**config.mk**
```make
export PLATFORM = sky130hd
export DESIGN_NAME = rsa_ratio_addsub
export DESIGN_NICKNAME = d
export VERILOG_FILES = /design/src/rtl/rsa_pkg.sv /design/src/rtl/rsa_lfsr.sv /design/src/rtl/rsa_b2p.sv /design/src/rtl/rsa_p2b.sv /design/src/rtl/rsa_ratio_addsub.sv
export SDC_FILE = /design/constraint.sdc
export NUM_CORES = 1
export LEC_CHECK = 0
export ABC_CLOCK_PERIOD_IN_PS = 12500
export BUFFER_PORTS_ARGS = -buffer_cell sky130_fd_sc_hd__clkbuf_2
export CORE_UTILIZATION = 54
export CTS_BUF_LIST = sky130_fd_sc_hd__clkbuf_4
export DETAILED_ROUTE_END_ITERATION = 10
export PLACE_DENSITY_LB_ADDON = 0.2
export SYNTH_ARGS = -nofsm -noshare
export SYNTH_HDL_FRONTEND = slang
export SYNTH_SLANG_ARGS = --single-unit
export TNS_END_PERCENT = 20
```
**constraint.sdc**
```tcl
create_clock -name clk -period 12.5 [get_ports clk]
set_clock_uncertainty 0.1 [all_clocks]
set_input_delay 3.125 -clock clk [delete_from_list [all_inputs] [get_ports clk]]
set_output_delay 3.125 -clock clk [all_outputs]
set_load 0.01 [all_outputs]
```
**src/rtl/rsa_pkg.sv**
```systemverilog
package rsa_pkg;

    typedef enum logic [1:0] {
        ST_IDLE = 2'd0,
        ST_RUN  = 2'd1,
        ST_DONE = 2'd2
    } rsa_state_e;

    // four operand streams, one select stream, one zero-valued stream
    localparam int NUM_STREAMS = 6;
    localparam int NUM_OPERANDS = 4;
    localparam int IDX_SEL  = 4;
    localparam int IDX_ZERO = 5;

    // feedback masks for maximal-length Fibonacci LFSRs (bit k-1 for tap k)
    function automatic logic [31:0] tap_mask(input int width);
        case (width)
            13: return 32'h0000_100D;
            14: return 32'h0000_2015;
            15: return 32'h0000_6000;
            16: return 32'h0000_D008;
            17: return 32'h0001_2000;
            18: return 32'h0002_0400;
            19: return 32'h0004_0023;
            20: return 32'h0009_0000;
            21: return 32'h0014_0000;
            22: return 32'h0030_0000;
            23: return 32'h0042_0000;
            24: return 32'h00E1_0000;
            25: return 32'h0120_0000;
            26: return 32'h0200_0023;
            27: return 32'h0400_0013;
            28: return 32'h0900_0000;
            29: return 32'h1400_0000;
            30: return 32'h2000_0029;
            default: return 32'h0001_2000;
        endcase
    endfunction

endpackage

```
**src/rtl/rsa_lfsr.sv**
```systemverilog
module rsa_lfsr #(
    parameter int W    = 17,
    parameter int OW   = 16,
    parameter int SEED = 11
) (
    input  logic          clk,
    input  logic          rst_n,
    output logic [OW-1:0] rnd
);
    import rsa_pkg::*;

    localparam logic [W-1:0] MASK   = W'(tap_mask(W));
    localparam logic [W-1:0] SEED_V = W'(SEED);

    logic [W-1:0] st_q;
    logic         fb;

    always_comb fb = ^(st_q & MASK);

    always_ff @(posedge clk) begin
        if (!rst_n) st_q <= SEED_V;
        else        st_q <= {st_q[W-2:0], fb};
    end

    // the low OW bits form the random compare word; upper bits only feed back
    always_comb rnd = st_q[OW-1:0];

    // a locked-up generator would freeze every stream
    a_r1_lfsr_live: assert property (@(posedge clk) disable iff (!rst_n)
        st_q != '0);

endmodule

```
**src/rtl/rsa_b2p.sv**
```systemverilog
module rsa_b2p #(
    parameter int OPW = 16
) (
    input  logic [OPW-1:0] word,
    input  logic [OPW-1:0] rnd,
    output logic           bit_o
);
    // one with probability word/2^OPW for a uniform compare word
    always_comb bit_o = (rnd < word);
endmodule

```
**src/rtl/rsa_p2b.sv**
```systemverilog
module rsa_p2b #(
    parameter int CNT_W = 16
) (
    input  logic           clk,
    input  logic           rst_n,
    input  logic           clr,
    input  logic           en,
    input  logic           pulse,
    output logic [CNT_W:0] cnt
);
    always_ff @(posedge clk) begin
        if (!rst_n)          cnt <= '0;
        else if (clr)        cnt <= '0;
        else if (en && pulse) cnt <= cnt + 1'b1;
    end

    // the count moves by at most one per cycle
    a_r4_single_step: assert property (@(posedge clk) disable iff (!rst_n)
        !clr |=> (cnt == $past(cnt)) || (cnt == $past(cnt) + 1'b1));

    // a window of 2^CNT_W cycles cannot overflow the count
    a_r4_no_overflow: assert property (@(posedge clk) disable iff (!rst_n)
        cnt <= (CNT_W+1)'(2**CNT_W));

    // a clear empties the count
    a_r6_clear_zero: assert property (@(posedge clk) disable iff (!rst_n)
        clr |=> cnt == '0);

endmodule

```
**src/rtl/rsa_ratio_addsub.sv**
```systemverilog
module rsa_ratio_addsub
    import rsa_pkg::*;
#(
    parameter int OPW   = 16,
    parameter int CNT_W = 16
) (
    input  logic             clk,
    input  logic             rst_n,
    input  logic             start,
    input  logic             sub_sel,
    input  logic [OPW-1:0]   x_num,
    input  logic [OPW-1:0]   x_den,
    input  logic [OPW-1:0]   y_num,
    input  logic [OPW-1:0]   y_den,
    output logic [CNT_W:0]   num_count,
    output logic [CNT_W:0]   den_count,
    output logic             done
);
    localparam logic [OPW-1:0] HALF_WORD = OPW'(1) << (OPW-1);

    rsa_state_e state, state_nxt;

    logic             start_acc;
    logic             running;
    logic [CNT_W-1:0] win_cnt;
    logic             win_last;
    logic             mode_q;
    logic [OPW-1:0]   op_q   [NUM_OPERANDS];
    logic [OPW-1:0]   word_s [NUM_STREAMS];
    logic [OPW-1:0]   rnd    [NUM_STREAMS];
    logic [NUM_STREAMS-1:0] sbit;

    logic prod_a, prod_b, prod_b_sgn, prod_d;
    logic num_bit, den_bit;

    always_comb begin
        running   = (state == ST_RUN);
        start_acc = start && !running;
        win_last  = &win_cnt;
    end

    // state register
    always_ff @(posedge clk) begin
        if (!rst_n) state <= ST_IDLE;
        else        state <= state_nxt;
    end

    // transitions: start-accept, window-end, drain
    always_comb begin
        state_nxt = state;
        unique case (state)
            ST_IDLE: if (start)    state_nxt = ST_RUN;
            ST_RUN:  if (win_last) state_nxt = ST_DONE;
            ST_DONE: state_nxt = start ? ST_RUN : ST_IDLE;
            default: state_nxt = ST_IDLE;
        endcase
    end

    // outputs
    always_comb done = (state == ST_DONE);

    // operand capture and window timing
    always_ff @(posedge clk) begin
        if (!rst_n) begin
            win_cnt <= '0;
            mode_q  <= 1'b0;
            for (int i = 0; i < NUM_OPERANDS; i++) op_q[i] <= '0;
        end else if (start_acc) begin
            win_cnt <= '0;
            mode_q  <= sub_sel;
            op_q[0] <= x_num;
            op_q[1] <= x_den;
            op_q[2] <= y_num;
            op_q[3] <= y_den;
        end else if (running) begin
            win_cnt <= win_cnt + 1'b1;
        end
    end

    // stream sources: each stream has its own generator length
    genvar g;
    generate
        for (g = 0; g < NUM_STREAMS; g++) begin : g_stream
            if (g < NUM_OPERANDS) begin : g_op
                always_comb word_s[g] = op_q[g];
            end else begin : g_half
                always_comb word_s[g] = HALF_WORD;
            end
            rsa_lfsr #(
                .W    (OPW + 1 + g),
                .OW   (OPW),
                .SEED (11 + 97 * g)
            ) u_lfsr (
                .clk   (clk),
                .rst_n (rst_n),
                .rnd   (rnd[g])
            );
            rsa_b2p #(.OPW(OPW)) u_b2p (
                .word  (word_s[g]),
                .rnd   (rnd[g]),
                .bit_o (sbit[g])
            );
        end
    endgenerate

    // bipolar products and scaled sums (index 0 xn, 1 xd, 2 yn, 3 yd)
    always_comb begin
        prod_a     = ~(sbit[0] ^ sbit[3]);
        prod_b     = ~(sbit[2] ^ sbit[1]);
        prod_b_sgn = mode_q ? ~prod_b : prod_b;
        prod_d     = ~(sbit[1] ^ sbit[3]);
        num_bit    = sbit[IDX_SEL] ? prod_a : prod_b_sgn;
        den_bit    = sbit[IDX_SEL] ? prod_d : sbit[IDX_ZERO];
    end

    rsa_p2b #(.CNT_W(CNT_W)) u_cnt_num (
        .clk   (clk),
        .rst_n (rst_n),
        .clr   (start_acc),
        .en    (running),
        .pulse (num_bit),
        .cnt   (num_count)
    );

    rsa_p2b #(.CNT_W(CNT_W)) u_cnt_den (
        .clk   (clk),
        .rst_n (rst_n),
        .clr   (start_acc),
        .en    (running),
        .pulse (den_bit),
        .cnt   (den_count)
    );

    // completion flag lasts one cycle
    a_r5_done_single: assert property (@(posedge clk) disable iff (!rst_n)
        done |=> !done);

    // completion follows only the last window cycle
    a_r5_done_after_run: assert property (@(posedge clk) disable iff (!rst_n)
        $rose(done) |-> $past(running) && $past(win_last));

    // a start mid-window does not end or restart the window
    a_r7_start_ignored: assert property (@(posedge clk) disable iff (!rst_n)
        (running && start && !win_last) |=> running && (win_cnt == $past(win_cnt) + 1'b1));

    // captured operands stay fixed while running
    a_r1_operands_held: assert property (@(posedge clk) disable iff (!rst_n)
        running |=> $stable(op_q[0]) && $stable(op_q[1]) && $stable(op_q[2])
                    && $stable(op_q[3]) && $stable(mode_q));

    // counts hold outside the window unless a start is accepted
    a_r6_counts_hold: assert property (@(posedge clk) disable iff (!rst_n)
        (!running && !start) |=> $stable(num_count) && $stable(den_count));

endmodule

```
After elaboration in Yosys (flattened, before gate mapping)

Memory sizes are Yosys's and may differ from the RTL's.
Index checks and enable logic that the tools add are counted.
W data, S select, Z words.

Add/subtract/negate cells: 3
$lt $le $gt $ge: 6
Equality and inequality tests: 4
Multiplexer cells: 15
Bitwise gates (word level): 11
Reduce and logical (&&, ||, !) cells: 14

Operators by type and width:

| cell                    | count |
|---|---|
| $lt A16 B16 Y1          | 4 |
| $mux W16                | 4 |
| $add A17 B1 Y17 const B | 2 |
| $lt A16 B16 Y1 const B  | 2 |
| $reduce_xor A22 Y1      | 1 |
| $reduce_xor A21 Y1      | 1 |
| $reduce_xor A20 Y1      | 1 |
| $reduce_xor A19 Y1      | 1 |
| $reduce_xor A18 Y1      | 1 |
| $reduce_xor A17 Y1      | 1 |
| $add A16 B1 Y16 const B | 1 |
| $reduce_and A16 Y1      | 1 |
| $mux W1                 | 8 |
| $pmux W2 S3             | 1 |
| $mux W2                 | 2 |
| $ne A2 B2 Y1 const B    | 2 |
| $not A1 Y1              | 4 |
| $or A1 B1 Y1            | 4 |
| $logic_and A1 B1 Y1     | 3 |
| $xor A1 B1 Y1           | 3 |
| $eq A2 B1 Y1 const B    | 1 |
| $eq A2 B2 Y1 const B    | 1 |
| $logic_not A2 Y1        | 1 |
| $reduce_and A2 Y1       | 1 |
| 2 further kinds         | 2 |

Register bits after elaboration: 170
RAM bits: 64
Input bits: 68
Word-level logic and storage cells: 65
Memories kept: 1

Memory list:

| memory | words | bits a word | read ports | clocked after Yosys merged registers in | write ports | line                   | text |
|---|---|---|---|---|---|---|---|
| op_q   | 4     | 16          | 4          | 0                                       | 4           | rsa_ratio_addsub.sv:28 | `logic [OPW-1:0] op_q [NUM_OPERANDS];` |

Depth between registers and ports, before layout

Word-level depth: 7
Depth in mapped cells: 13
Depth with buffers taken out: 11

Modules after synthesis

Synthesis repeated with hierarchy kept, for this count alone.

Cells, all modules: 1,087
Area total of the unflattened synthesis: 11,071.9 µm²

By module, submodules not included:

| module                        | instances | cells each | area each (µm²) | sequential area each (µm²) |
|---|---|---|---|---|
| rsa_ratio_addsub              | 1         | 240        | 3,274.4         | 2,302.2 |
| rsa_b2p                       | 6         | 52         | 375.4           | 0.0 |
| rsa_p2b                       | 2         | 94         | 795.8           | 340.3 |
| rsa_lfsr (g_stream[5].u_lfsr) | 1         | 63         | 719.4           | 440.4 |
| rsa_lfsr (g_stream[4].u_lfsr) | 1         | 61         | 690.7           | 420.4 |
| rsa_lfsr (g_stream[3].u_lfsr) | 1         | 59         | 666.9           | 400.4 |
| rsa_lfsr (g_stream[2].u_lfsr) | 1         | 58         | 653.1           | 380.4 |
| rsa_lfsr (g_stream[1].u_lfsr) | 1         | 54         | 626.9           | 360.3 |
| rsa_lfsr (g_stream[0].u_lfsr) | 1         | 52         | 596.8           | 340.3 |

Worst setup path after synthesis

No wires, ideal clock.

Path type: in2reg
From: input port start
To: memory op_q[0][0], enable pin
Setup time: 0.453 ns
Arrival: 5.577 ns
Path slack: 6.370 ns
Stages: 5
Path buffers: 2
Cells stage by stage: nand2_1 -> and2_1 -> clkbuf_1 -> inv_2 -> clkbuf_1

RTL lines:

| element            | line                   | text |
|---|---|---|
| start: declaration | rsa_ratio_addsub.sv:9  | `input logic start,` |
| end: declaration   | rsa_ratio_addsub.sv:28 |  |

==> flow_metrics.py <==
metrics = {
    "status": {
        "status": "completed",
    },
    "synth": {
        "seq_area_frac_synth_pct": 55.99,
        "syn_nets": 1034,
        "synth_top_family_by_area": "simple AND/OR/NAND/NOR gates",
        "synthSimpleGateAreaFrac_pct": 21.44,
        "synth-main-ff-cell": "dfxtp_1",
        "synth_xor_area_share_pct": 3.039,
        "synthMuxAreaShare_pct": 0.3683,
        "ys_top_cells_by_area": "dfxtp_1 36%, edfxtp_1 20%, and2_1 10%",
        "synth-seq-cells": 234,
        "yosysTopAreaCellShare_pct": 35.78,
        "synth-async-reset-ratio_pct": 0,
        "yosys.area.top_type": "dfxtp_1",
        "yosys_warnings": 0,
        "synth-compound-area-share_pct": 6.722,
        "syn_area_mm2": 0.009512,
        "syn-mean-instance-area_um2": 10.53,
        "synth_edf_count": 64,
        "ys_types": 49,
        "netlist_instances": 903,
        "synthAdderAreaFrac_pct": 8.287,
    },
    "critical_path": {
        "cp_max_fo": 121,
        "critPathKind": "in2reg",
        "cp.required_ps": 12670,
        "cp-start-kind": "input port",
        "cp.arrival_ps": 5170,
        "critPathCaptureType": "flip-flop",
    },
    "timing": {
        "hold_viol_final": 0,
        "maxSlewViolCount": 0,
        "setup_tns_ps": 0,
        "tightestPinTransition_ps": 959.6,
        "setup_slack_ps": 7500,
        "setup_violations": 0,
        "rsz0062_at_grt": "false",
        "fin_crit_ps": 5000,
        "period_share_pct": 40.00,
        "slew_headroom_pct": 36.03,
        "timing.fmax_mhz": 200.0,
    },
    "grt": {
        "grt_pass1_vias": 6070,
        "grt_overflow": 0,
        "grt_util_all_layers_pct": 18.44,
        "grt_first_pass_wirelength_um": 26900,
        "antenna_found_initial": 1,
        "grt_max_degree": 122,
    },
    "layout": {
        "final_util_pct": 63.28,
        "layout_commonest_cell": "dfxtp_1",
        "fin_nets": 1167,
        "drive_gt1_share_pct": 18.65,
        "layout_common_cells": "170 x dfxtp_1, 157 x and2_1, 102 x clkbuf_2, 86 x clkbuf_4, 66 x inv_1",
        "area_delta_synth_final_pct": 14.68,
    },
    "placed_design": {
        "gp_congestion": 0.7701,
        "io_buffers": 102,
        "dp_hpwl_um": 10320,
        "pre_cts_slack_ps": 6776,
    },
    "routing": {
        "drc": 0,
        "wl_per_cell_um": 12.28,
        "wl_um": 16020,
        "vias": 6349,
        "detail-route-antenna-nets": 0,
        "via_per_inst": 4.869,
        "drt_iter0_markers": 232,
        "drt_pass1_iterations": 4,
    },
    "cts": {
        "path_clk_slew_ps": 60,
        "post_cts_buffers": 0,
        "clock_path_buffers": 3,
        "cts.sinks": 234,
        "cts_hold_buf": 0,
        "cts_tree": "done",
        "cts-buffers-inserted": 60,
        "cts_root_buf": "clkbuf_4",
        "ctsHtreeMaxLevel": 2,
        "cts.repair.resized": 0,
        "clkLatencyLatePin_ps": 660,
    },
    "hold_path": {
        "hp-class": "reg2reg",
    },
    "power": {
        "power.density_mw_per_mm2": 141.0,
        "fin_total_pwr_uw": 1538,
        "peakVddDrop_mv": 0.07738,
        "p_leak_uw": 0.004762,
    },
    "floorplanning": {
        "core_region_area_mm2": 0.01724,
        "initial_core_util_pct": 55.18,
        "dieWidth_um": 134.7,
        "std_cell_rows": 48,
        "fp.dieH_um": 134.7,
        "dieArea_mm2": 0.01815,
        "ios": 103,
    },
    "flow_run": {
        "max_cap_violations": 0,
    },
}
state kept, by name, summed over array words and instances, names as in the netlist:
signal,flops
u_cnt_num.cnt,17
g_stream.u_lfsr.st_q,117
state,2
u_cnt_den.cnt,17
win_cnt,16
op_q,64
mode_q,1
cell usage after synthesis (all sizes together) (2+ instances only):
cell    number
and3        17
a31oi        2
xor2        17
inv         67
nand2       50
a211oi       2
o21ai       24
and4         2
nand4       13
edfxtp      64
a21o         8
a21oi       47
nand3       15
or4          7
nor2        41
o21bai       2
or3         16
buf          5
nand2b      32
clkbuf      29
xnor2       16
o31ai        9
o21a         4
ha          63
and2       157
nor3         5
dfxtp      170
nor2b        4
mux2i        2
routing by layer:
layer	track usage (%)	up-vias	share of wire [%]
met2	29.24	124	45
li1	-	3312	-
met5	0	-	0
met4	9.114	0	2.6
met1	23.07	2884	48
met3	5.255	29	4.9
worst paths after layout:
path,start,to,slack [ps],cells past startpoint
worst max register to register,op_q[2][15],u_cnt_num.cnt[7],9050,10
worst min-delay path,g_stream[5].u_lfsr.st_q[6],g_stream[5].u_lfsr.st_q[7],310,1
worst min register to register,g_stream[5].u_lfsr.st_q[6],g_stream[5].u_lfsr.st_q[7],310,1
worst max-delay path,rst_n,op_q[3][12],7500,5
worst max-delay path: stages:
cell	delay [ps]
clkbuf_2	80
buf_4	360
and2_1	390
inv_4	470
buf_4	690
metrics by stage:
step	cell area, um2	cells	hold slack, ps
5_1_grt	10910	1304	314.5
4_1_cts	10910	1303	310.3
3_3_place_gp	10190	1199	290.5
6_report	10910	1304	306.2
3_5_place_dp	10190	1199	292.5
2_1_floorplan	9512	903	286.3
layout make-up:
class	instances	area [um2]
multi-input combinational	568	3792
inverter	67	254.0
tap	225	281.5
fill	1456	6329
antenna	1	2.502
sequential	234	5325
clock inverter	18	73.82
clock buffer	86	645.6
timing repair buffer	105	533.0
kinds of logic (layout without fill, tap and decap cells):
logic type	count (synthesis)	count (layout)
buf+inv	101	276
fa+ha+maj	63	63
xor+xnor	33	33
flops	234	234
compound gates	107	107
simple gates	362	362
other cells	0	1
mux	3	3
where the power goes:
| part | switching, uW | internal [uW] | total [uW] |
|---|---|---|---|
| clock | 291 | 314 | 605 |
| combinational | 61.5 | 47.3 | 109 |
| sequential | 12.4 | 811 | 824 |
| total | 365 | 1170 | 1540 |
No activity file was read; power rests on OpenSTA's default activity.
